**config.mk**
```make
export PLATFORM = sky130hd
export DESIGN_NAME = boot_seq
export DESIGN_NICKNAME = d
export VERILOG_FILES = /design/src/rtl/boot_pkg.sv /design/src/rtl/boot_strap.sv /design/src/rtl/boot_bdma.sv /design/src/rtl/boot_seq.sv
export SDC_FILE = /design/constraint.sdc
export NUM_CORES = 1
export LEC_CHECK = 0
export BUFFER_PORTS_ARGS = -buffer_cell sky130_fd_sc_hd__buf_2
export CORE_UTILIZATION = 40
export DETAILED_ROUTE_END_ITERATION = 8
export GPL_ROUTABILITY_DRIVEN = 0
export GPL_TIMING_DRIVEN = 0
export MAX_ROUTING_LAYER = met4
export PLACE_DENSITY_LB_ADDON = 0.25
export SLEW_MARGIN = 30
export SYNTH_ARGS = -nofsm -noshare
export SYNTH_HDL_FRONTEND = slang
export SYNTH_HIERARCHICAL = 1
export SYNTH_SLANG_ARGS = --single-unit
```
**constraint.sdc**
```tcl
create_clock -name clk_i -period 3.4 [get_ports clk_i]
set_clock_uncertainty 0.15 [all_clocks]
set_input_delay 0.34 -clock clk_i [delete_from_list [all_inputs] [get_ports clk_i]]
set_output_delay 0.34 -clock clk_i [all_outputs]
set_load 0.03 [all_outputs]
```
**src/rtl/boot_pkg.sv**
```systemverilog
package boot_pkg;
  typedef enum logic [2:0] {
    ST_RESET, ST_WAIT_BUS, ST_BDMA, ST_WAIT_HOST, ST_RUN
  } seq_state_e;

  typedef enum logic [1:0] {BOOT_NONE, BOOT_BYTE, BOOT_HOST} boot_kind_e;

  typedef struct packed {
    boot_kind_e kind;
    logic       host_mode;
    logic       ack_od;
    logic       err;
  } strap_cfg_t;

  // straps: d selects ack style only; {c,b,a} selects boot
  function automatic strap_cfg_t decode_straps(logic d, logic c, logic b, logic a);
    strap_cfg_t r;
    r = '0;
    r.kind = BOOT_NONE;
    r.ack_od = d;
    case ({c, b, a})
      3'b000: r.kind = BOOT_BYTE;
      3'b010: r.kind = BOOT_NONE;
      3'b100: begin r.kind = BOOT_BYTE; r.host_mode = 1'b1; end
      3'b101: begin r.kind = BOOT_HOST; r.host_mode = 1'b1; end
      default: r.err = 1'b1;
    endcase
    return r;
  endfunction
endpackage

```
**src/rtl/boot_strap.sv**
```systemverilog
module boot_strap
  import boot_pkg::*;
(
  input  logic       clk_i,
  input  logic       capture_i,
  input  logic       mode_a_i,
  input  logic       mode_b_i,
  input  logic       mode_d_i,
  input  logic       pf2_pin_i,
  output strap_cfg_t cfg_o,
  output logic       flag2_o
);
  logic [3:0] strap_q;

  // sampled while the sequencer sits in its reset state
  always_ff @(posedge clk_i) begin
    if (capture_i) strap_q <= {mode_d_i, pf2_pin_i, mode_b_i, mode_a_i};
  end

  assign cfg_o   = decode_straps(strap_q[3], strap_q[2], strap_q[1], strap_q[0]);
  assign flag2_o = capture_i ? 1'b0 : pf2_pin_i;
endmodule

```
**src/rtl/boot_bdma.sv**
```systemverilog
module boot_bdma #(
  parameter int BOOT_WORDS = 32,
  parameter int WORD_BYTES = 3,
  parameter int BYTE_AW    = 14,
  parameter int PM_AW      = 14,
  localparam int WORD_W    = 8 * WORD_BYTES,
  localparam int ACC_W     = 8 * (WORD_BYTES - 1),
  localparam int CNT_W     = $clog2(BOOT_WORDS),
  localparam int BI_W      = $clog2(WORD_BYTES)
) (
  input  logic               clk_i,
  input  logic               rst_ni,
  input  logic               active_i,
  input  logic               ack_i,
  input  logic [7:0]         data_i,
  output logic               req_o,
  output logic [BYTE_AW-1:0] byte_addr_o,
  output logic               pm_we_o,
  output logic [PM_AW-1:0]   pm_addr_o,
  output logic [WORD_W-1:0]  pm_wdata_o,
  output logic               done_o
);
  logic [BI_W-1:0]    byte_idx_q;
  logic [CNT_W-1:0]   word_q;
  logic [ACC_W-1:0]   acc_q;
  logic [BYTE_AW-1:0] baddr_q;
  logic               we_q;
  logic [PM_AW-1:0]   waddr_q;
  logic [WORD_W-1:0]  wdata_q;
  logic               take, last_byte, last_word;

  assign take      = active_i & ack_i;
  assign last_byte = byte_idx_q == BI_W'(WORD_BYTES - 1);
  assign last_word = word_q == CNT_W'(BOOT_WORDS - 1);

  always_ff @(posedge clk_i or negedge rst_ni) begin
    if (!rst_ni) begin
      byte_idx_q <= '0;
      word_q     <= '0;
      acc_q      <= '0;
      baddr_q    <= '0;
      we_q       <= 1'b0;
      waddr_q    <= '0;
      wdata_q    <= '0;
    end else begin
      we_q <= take & last_byte;
      if (take) begin
        baddr_q <= baddr_q + 1'b1;
        if (last_byte) begin
          byte_idx_q <= '0;
          wdata_q    <= {acc_q, data_i};
          waddr_q    <= PM_AW'(word_q);
          word_q     <= word_q + 1'b1;
        end else begin
          byte_idx_q <= byte_idx_q + 1'b1;
          acc_q      <= (acc_q << 8) | ACC_W'(data_i);
        end
      end
    end
  end

  assign req_o       = active_i;
  assign byte_addr_o = baddr_q;
  assign pm_we_o     = we_q;
  assign pm_addr_o   = waddr_q;
  assign pm_wdata_o  = wdata_q;
  assign done_o      = take & last_byte & last_word;
endmodule

```
**src/rtl/boot_seq.sv**
```systemverilog
module boot_seq
  import boot_pkg::*;
#(
  parameter int BOOT_WORDS = 32,
  parameter int WORD_BYTES = 3,
  parameter int BYTE_AW    = 14,
  parameter int PM_AW      = 14,
  localparam int WORD_W    = 8 * WORD_BYTES
) (
  input  logic               clk_i,
  input  logic               rst_ni,
  input  logic               mode_a_i,
  input  logic               mode_b_i,
  input  logic               mode_d_i,
  input  logic               pf2_pin_i,
  output logic               flag2_o,
  input  logic               bus_req_i,
  output logic               bus_grant_o,
  output logic               bdma_req_o,
  output logic [BYTE_AW-1:0] bdma_addr_o,
  input  logic               bdma_ack_i,
  input  logic [7:0]         bdma_data_i,
  output logic               pm_we_o,
  output logic [PM_AW-1:0]   pm_addr_o,
  output logic [WORD_W-1:0]  pm_wdata_o,
  input  logic               host_pm_we_i,
  input  logic [PM_AW-1:0]   host_pm_addr_i,
  output logic               core_init_o,
  output logic               core_stall_o,
  output logic               core_release_o,
  output logic [PM_AW-1:0]   start_addr_o,
  output logic               start_ext_o,
  output logic               host_mode_o,
  output logic               mode_err_o,
  output logic               ack_push_pull_o,
  output logic               ack_open_drain_o
);
  seq_state_e state_q, state_d, boot_st;
  strap_cfg_t cfg;
  boot_kind_e boot_kind;
  logic       release_q, fire, bdma_done, in_reset;

  assign in_reset  = state_q == ST_RESET;
  assign boot_kind = cfg.kind;

  boot_strap u_strap (
    .clk_i     (clk_i),
    .capture_i (in_reset),
    .mode_a_i  (mode_a_i),
    .mode_b_i  (mode_b_i),
    .mode_d_i  (mode_d_i),
    .pf2_pin_i (pf2_pin_i),
    .cfg_o     (cfg),
    .flag2_o   (flag2_o)
  );

  boot_bdma #(
    .BOOT_WORDS (BOOT_WORDS),
    .WORD_BYTES (WORD_BYTES),
    .BYTE_AW    (BYTE_AW),
    .PM_AW      (PM_AW)
  ) u_bdma (
    .clk_i       (clk_i),
    .rst_ni      (rst_ni),
    .active_i    (state_q == ST_BDMA),
    .ack_i       (bdma_ack_i),
    .data_i      (bdma_data_i),
    .req_o       (bdma_req_o),
    .byte_addr_o (bdma_addr_o),
    .pm_we_o     (pm_we_o),
    .pm_addr_o   (pm_addr_o),
    .pm_wdata_o  (pm_wdata_o),
    .done_o      (bdma_done)
  );

  always_comb begin
    state_d = state_q;
    fire    = 1'b0;
    boot_st = (boot_kind == BOOT_BYTE) ? ST_BDMA : ST_WAIT_HOST;
    unique case (state_q)
      ST_RESET: begin
        if (boot_kind == BOOT_NONE) begin
          state_d = ST_RUN;
          fire    = 1'b1;
        end else if (bus_req_i) begin
          state_d = ST_WAIT_BUS;
        end else begin
          state_d = boot_st;
        end
      end
      ST_WAIT_BUS:  if (!bus_req_i) state_d = boot_st;
      ST_BDMA: begin
        if (bdma_done) begin
          state_d = ST_RUN;
          fire    = 1'b1;
        end
      end
      ST_WAIT_HOST: begin
        if (host_pm_we_i && host_pm_addr_i == '0) begin
          state_d = ST_RUN;
          fire    = 1'b1;
        end
      end
      default: state_d = ST_RUN;
    endcase
  end

  always_ff @(posedge clk_i or negedge rst_ni) begin
    if (!rst_ni) begin
      state_q   <= ST_RESET;
      release_q <= 1'b0;
    end else begin
      state_q   <= state_d;
      release_q <= fire;
    end
  end

  assign core_init_o      = in_reset;
  assign core_stall_o     = state_q != ST_RUN;
  assign core_release_o   = release_q;
  assign start_addr_o     = '0;
  assign start_ext_o      = boot_kind == BOOT_NONE;
  assign bus_grant_o      = bus_req_i & ~in_reset & (state_q != ST_BDMA);
  assign host_mode_o      = cfg.host_mode;
  assign mode_err_o       = cfg.err;
  assign ack_push_pull_o  = cfg.host_mode & ~cfg.ack_od;
  assign ack_open_drain_o = cfg.host_mode & cfg.ack_od;
endmodule

```
== Word-level counts from Yosys, hierarchy flattened ==
Cells that the tools add are included.

* Add/subtract/negate cells: 3
* Equality and inequality tests: 14
* Multiplexer cells: 16
* Bitwise logic cells: 11
* Reductions and logical operators: 11

{| class="wikitable"
|+ Operators by type and width
! kind !! count
|-
| 16-bit by 8-bit bitwise OR with 16-bit output || 1
|-
| 14-bit by 1-bit adder with 14-bit output, second input constant || 1
|-
| 14-bit logical NOT || 1
|-
| 3-bit two-way mux || 4
|-
| 3-bit case mux with 4 select lines || 1
|-
| 3-bit by 2-bit == test with 1-bit output, second input constant || 3
|-
| 1-bit bitwise AND || 7
|-
| 1-bit two-way mux || 7
|-
| 3-bit == test, second input constant || 2
|-
| 3-bit logical NOT || 2
|-
| 2-bit != test, second input constant || 3
|-
| 5-bit by 1-bit adder with 5-bit output, second input constant || 1
|-
| 5-bit == test, second input constant || 1
|-
| 2-bit two-way mux || 2
|-
| 2-bit case mux with 2 select lines || 1
|-
| 2-bit AND reduction || 2
|-
| 2-bit OR reduction || 2
|-
| 4-bit OR reduction || 1
|-
| 3-bit by 1-bit == test with 1-bit output, second input constant || 1
|-
| 3-bit by 2-bit != test with 1-bit output, second input constant || 1
|-
| 3-bit != test, second input constant || 1
|-
| 1-bit NOT || 3
|-
| 1-bit case mux with 3 select lines || 1
|-
| 3-bit AND reduction || 1
|-
| other kinds (5) || 5
|}

* Register bits: 75
* Output and inout bits: 78
* Logic and storage cells: 65

== Depth between registers and ports, before layout ==
* Depth after elaboration: 8
* Gate-level depth with buffers: 8

== By module ==
Netlist, hierarchy kept.

{| class="wikitable"
|+ Modules (own cells, without submodules)
! module !! times used !! cells an instance !! area an instance (µm²) !! seq. area each (µm²)
|-
| boot_bdma || 1 || 252 || 2712.6 || 1676.6
|-
| boot_seq || 1 || 53 || 431.7 || 100.1
|-
| boot_strap || 1 || 10 || 168.9 || 120.1
|}

== Least setup slack after synthesis ==
No wires, ideal clock.

* Path kind: register -> output
* Start: register state_q[1]
* End: output port flag2_o
* Data arrival time: 1920 ps
* Slack: 990 ps
* Stages on the path, launching flop included: 4
* Cells stage by stage: dfrtp_1 -> buf_2 -> nor3_1 -> nor2b_1

* Cells in the longest elaborated chain, start to end: 2

{| class="wikitable"
|+ Ends and longest elaborated chain
! what !! RTL line !! RTL
|-
| start, declared || boot_seq.sv:38 || <nowiki>seq_state_e state_q, state_d, boot_st;</nowiki>
|-
| start signal, assigned || boot_seq.sv:113 || <nowiki>state_q <= state_d;</nowiki>
|-
| 3-bit logical NOT || boot_seq.sv:43 || <nowiki>assign in_reset = state_q == ST_RESET;</nowiki>
|-
| named net core_init_o || boot_seq.sv:28 || <nowiki>output logic core_init_o,</nowiki>
|-
| 1-bit two-way mux || boot_strap.sv:21 || <nowiki>assign flag2_o = capture_i ? 1'b0 : pf2_pin_i;</nowiki>
|-
| end, declared || boot_seq.sv:16 || <nowiki>output logic flag2_o,</nowiki>
|}

The timed path passes the listed nets, and every way through them passes these cells.

== Worst setup path in the final report ==
* Start: register state_q[1]
* End: register state_q[1]

* Cells in the longest elaborated chain, start to end: 6

{| class="wikitable"
|+ Ends and longest elaborated chain
! what !! RTL line !! RTL
|-
| 3-bit by 2-bit == test with 1-bit output || boot_seq.sv:65 || <nowiki>.active_i (state_q == ST_BDMA),</nowiki>
|-
| 1-bit bitwise AND || boot_bdma.sv:32 || <nowiki>assign take = active_i & ack_i;</nowiki>
|-
| 1-bit bitwise AND (2 in a row) || boot_bdma.sv:67 || <nowiki>assign done_o = take & last_byte & last_word;</nowiki>
|-
| named net bdma_done || boot_seq.sv:41 || <nowiki>logic release_q, fire, bdma_done, in_reset;</nowiki>
|-
| 2-bit != test (no source line) || n/a ||
|-
| 3-bit AND reduction (no source line) || n/a ||
|}

The timed path passes the listed nets, and every way through them passes these cells.
A chain may end at the register's enable or synchronous reset.

==> summary.txt <==
POWER
-------------------------------------------------------------------------------------------
Net load switching power                                                            1130 uW
Internal power consumption                                                          1840 uW
Reported leakage power                                                           0.00229 uW
Power share of the combinational group                                                0.304
Reg power frac                                                                        0.465
Sw frac                                                                               0.381
Part of the total power dissipated in the clock network                               0.231
Power density normalized to cell area                                            709 mW/mm2
Worst VDD drop                                                                       423 uV

ROUTE
-------------------------------------------------------------------------------------------
Average wire per standard cell                                                      12.1 um
Drt first pass iters                                                                      4
DR DRC count                                                                              0
Total via count after detailed routing                                                2,437
Number of vias per cell after detailed routing                                         4.50
Number of design-rule violations left by the first detailed-router iteration             30
WL final                                                                            6.54 mm
Final antenna-violating net count                                                         0

TIMING
-------------------------------------------------------------------------------------------
RSZ-0062 raised after global routing                                                  false
Final-report max-slew violation count                                                     0
Sum of negative setup slack                                                            0 ns
Final Cycle Share                                                                     0.772
Final setup violation count                                                               0
Transition time at the pin with the least slew margin                              0.750 ns
Final count of hold timing violations                                                     0
Tightest slew margin relative to the limit                                            0.496
Maximum clock frequency                                                           0.381 GHz
Final Critical Period                                                               2.62 ns

DIE
-------------------------------------------------------------------------------------------
Die Ht                                                                              93.0 um
Area of the placeable core                                                      0.00789 mm2
Core Rows                                                                                32
Die X                                                                               93.0 um
Die Area                                                                        0.00865 mm2
Initial core utilization                                                              0.420
I/O pin cnt                                                                             109

YOSYS
-------------------------------------------------------------------------------------------
Share of flip-flops with an asynchronous set or reset                                 0.947
Part of the Yosys area used for sequential elements                                   0.573
Instance count of the mapped netlist                                                    315
Netlist Area Pre-Place                                                          0.00331 mm2
Yosys warning count                                                                       6
Synth Area per Inst                                                                10.5 um2
Count of flip-flops with a built-in enable after synthesis                                4
Number of flip-flops and latches in the synthesized netlist                              75
Post-synthesis cell type count                                                           40
Top FF cell, synth                                                                  dfrtp_1

PLACE
-------------------------------------------------------------------------------------------
Port Buffers                                                                             85
HPWL reported at the end of detailed placement                                      4.65 mm

GLOBAL ROUTING
-------------------------------------------------------------------------------------------
Sum of overflow across all layers after global routing                                    0
Vias in the first global route                                                        2,381
Wire length of the first global-routing pass                                        11.0 mm
Total routing resource utilization after global routing                               0.170
Initial antenna violation count                                                           0
Pin count of the biggest net entering global routing                                     47

SETUP PATH
-------------------------------------------------------------------------------------------
Depth of the most critical reg-to-reg path                                                8
WS Path Type                                                                        reg2reg
Max FO, Critical Path                                                                    10
Type of element launching the critical path                                        register
CP max stage delay                                                                  0.55 ns
Worst path arrival time                                                             2.70 ns
Endpoint of the worst-slack reg-to-reg timing path                             state_q[1]$_DFFE_PN0P_
Critical path endpoint category                                                    register
Worst reg2reg path startpoint                                                  state_q[1]$_DFFE_PN0P_
Number of buffers and inverters on the critical path                                      2
Cell chain of the critical path                                                buf_2 -> nor3b_1 -> nand4b_1 -> clkinv_1 -> and2_1 -> or4b_1 -> o41ai_1 -> o21bai_2
Register-to-register setup slack                                                    0.78 ns
Worst path slowest cell                                                             nor3b_1
Largest delay share family, worst path                                         simple AND/OR/NAND/NOR gates
Data required time of the worst path                                                3.48 ns

FINAL LAYOUT
-------------------------------------------------------------------------------------------
Most frequent cells in the layout                                              nand2_1, buf_2, dfrtp_1
# diodes                                                                                  0
Post-route core utilization                                                           0.530
Fill cell total of the finished layout                                                  746
Proportion of layout cells with a drive suffix above 1                                0.358
Most frequent standard cell in the layout excluding fill and tap cells              nand2_1
Area delta synth->final                                                               26.2%
Net count of the finished layout                                                        468

JOB
-------------------------------------------------------------------------------------------
Max-capacitance violation count                                                           0

CLOCK TREE
-------------------------------------------------------------------------------------------
Post-cts repair resize count                                                              0
Skew-Pair Late Insertion Delay                                                      0.34 ns
Number of buffers on the longest clock path                                               2
Number of sinks handled by clock tree synthesis                                          75
Post CTS Setup Buffer Count                                                               0
Clock transition at the registers of the reported paths                             0.07 ns
H-tree depth reported by CTS                                                              3
Number of buffers added by the clock tree synthesis step                                  9
Post-cts hold buffer count                                                                1
Clk root buf                                                                       clkbuf_8
CTS tree                                                                              built

WORST HOLD PATH
-------------------------------------------------------------------------------------------
Number of instances on the worst hold path                                                1
Hold path startpoint                                                               mode_b_i
End point of the most critical hold path                                       u_strap/strap_q[1]$_DFFE_PP_
Path class of the lowest-slack min-delay path                                        in2reg

OUTCOME
-------------------------------------------------------------------------------------------
Outcome                                                                        finished, final reports clean

-- sequential cells by signal, summed over array words and instances (netlist names) --
signal              cells
u_strap/strap_q         4
u_bdma/byte_addr_o     14
core_release_o          1
u_bdma/word_q           5
u_bdma/acc_q           16
u_bdma/pm_addr_o        5
u_bdma/pm_we_o          1
u_bdma/pm_wdata_o      24
state_q                 3
u_bdma/byte_idx_q       2
-- cell families after synthesis --
| group | synth area share |
|---|---|
| AOI/OAI and AO/OA | 0.0295 |
| xor gates and xnor gates | 0.0423 |
| adders and majority gates | 0.0113 |
| buffers and inverters | 0.0808 |
| DFF | 0.573 |
| muxes | 0.0623 |
| other | 0.00227 |
| and+or+nand+nor | 0.199 |
-- final cells by class --
| cell class | count | area [um2] | share of cell area |
|---|---|---|---|
| inverter | 6 | 22.5 | 0.00538 |
| clock buffer | 9 | 124 | 0.0296 |
| clock inverter | 7 | 73.8 | 0.0176 |
| buffer | 35 | 245 | 0.0586 |
| tap | 102 | 128 | 0.0305 |
| sequential | 75 | 1900 | 0.453 |
| timing repair buffer | 87 | 465 | 0.111 |
| multi-input combinational | 220 | 1230 | 0.293 |
-- power by group through the flow --
stage | sequential (uW) | clock (uW) | combinational (uW)
final | 1380 | 685 | 901
after global routing | 1420 | 751 | 986
after CTS | 1380 | 715 | 911
after detailed placement | 1390 | 0 | 908
after global placement | 1380 | 0 | 887
after floorplan | 1690 | 0 | 309
-- synthesized netlist by cell type (all sizes together), types with 3 or more instances --
cell,count,area share
dfrtp,71,0.54
nor4,7,0.013
nor3,8,0.012
nand3,5,0.0076
nor2,6,0.0068
xnor2,7,0.019
buf,32,0.071
nor2b,4,0.0076
edfxtp,4,0.036
mux2,18,0.062
clkbuf,3,0.0034
o21ai,4,0.0060
ha,3,0.011
nand2,102,0.12
xor2,9,0.024
inv,5,0.0057
nand4,5,0.0094
-- how the worst max path moves through the flow --
| stage | startpoint | to | slack [ns] | cells after the start |
|---|---|---|---|---|
| floorplan | state_q[1]$_DFFE_PN0P_ | flag2_o | 0.99 | 3 |
| global placement | state_q[1]$_DFFE_PN0P_ | state_q[1]$_DFFE_PN0P_ | 0.80 | 8 |
| detailed placement | state_q[1]$_DFFE_PN0P_ | state_q[1]$_DFFE_PN0P_ | 0.81 | 8 |
| CTS | state_q[1]$_DFFE_PN0P_ | state_q[1]$_DFFE_PN0P_ | 0.79 | 8 |
| global route | state_q[1]$_DFFE_PN0P_ | state_q[1]$_DFFE_PN0P_ | 0.51 | 8 |
| finish | state_q[1]$_DFFE_PN0P_ | state_q[1]$_DFFE_PN0P_ | 0.78 | 8 |
-- metal layers --
metal,up-vias,track usage,share of wire
met1,1131,0.202,0.45
met2,74,0.278,0.48
met3,9,0.0390,0.056
met4,0,0.0744,0.014
met5,-,-,0
li1,1223,-,-
-- metrics by stage --
step	setup slack (ns)	power, uW	cells	area, um2	hold slack [ns]
after detailed placement	0.809	2300	524	3980	0.138
after global routing	0.510	3160	541	4180	0.00676
after CTS	0.791	3010	541	4180	0.00374
after floorplan	0.990	2000	336	3390	-0.106
after global placement	0.802	2270	523	3950	0.295
final	0.776	2960	541	4180	0.0294
(Power assumes the default switching activity.)
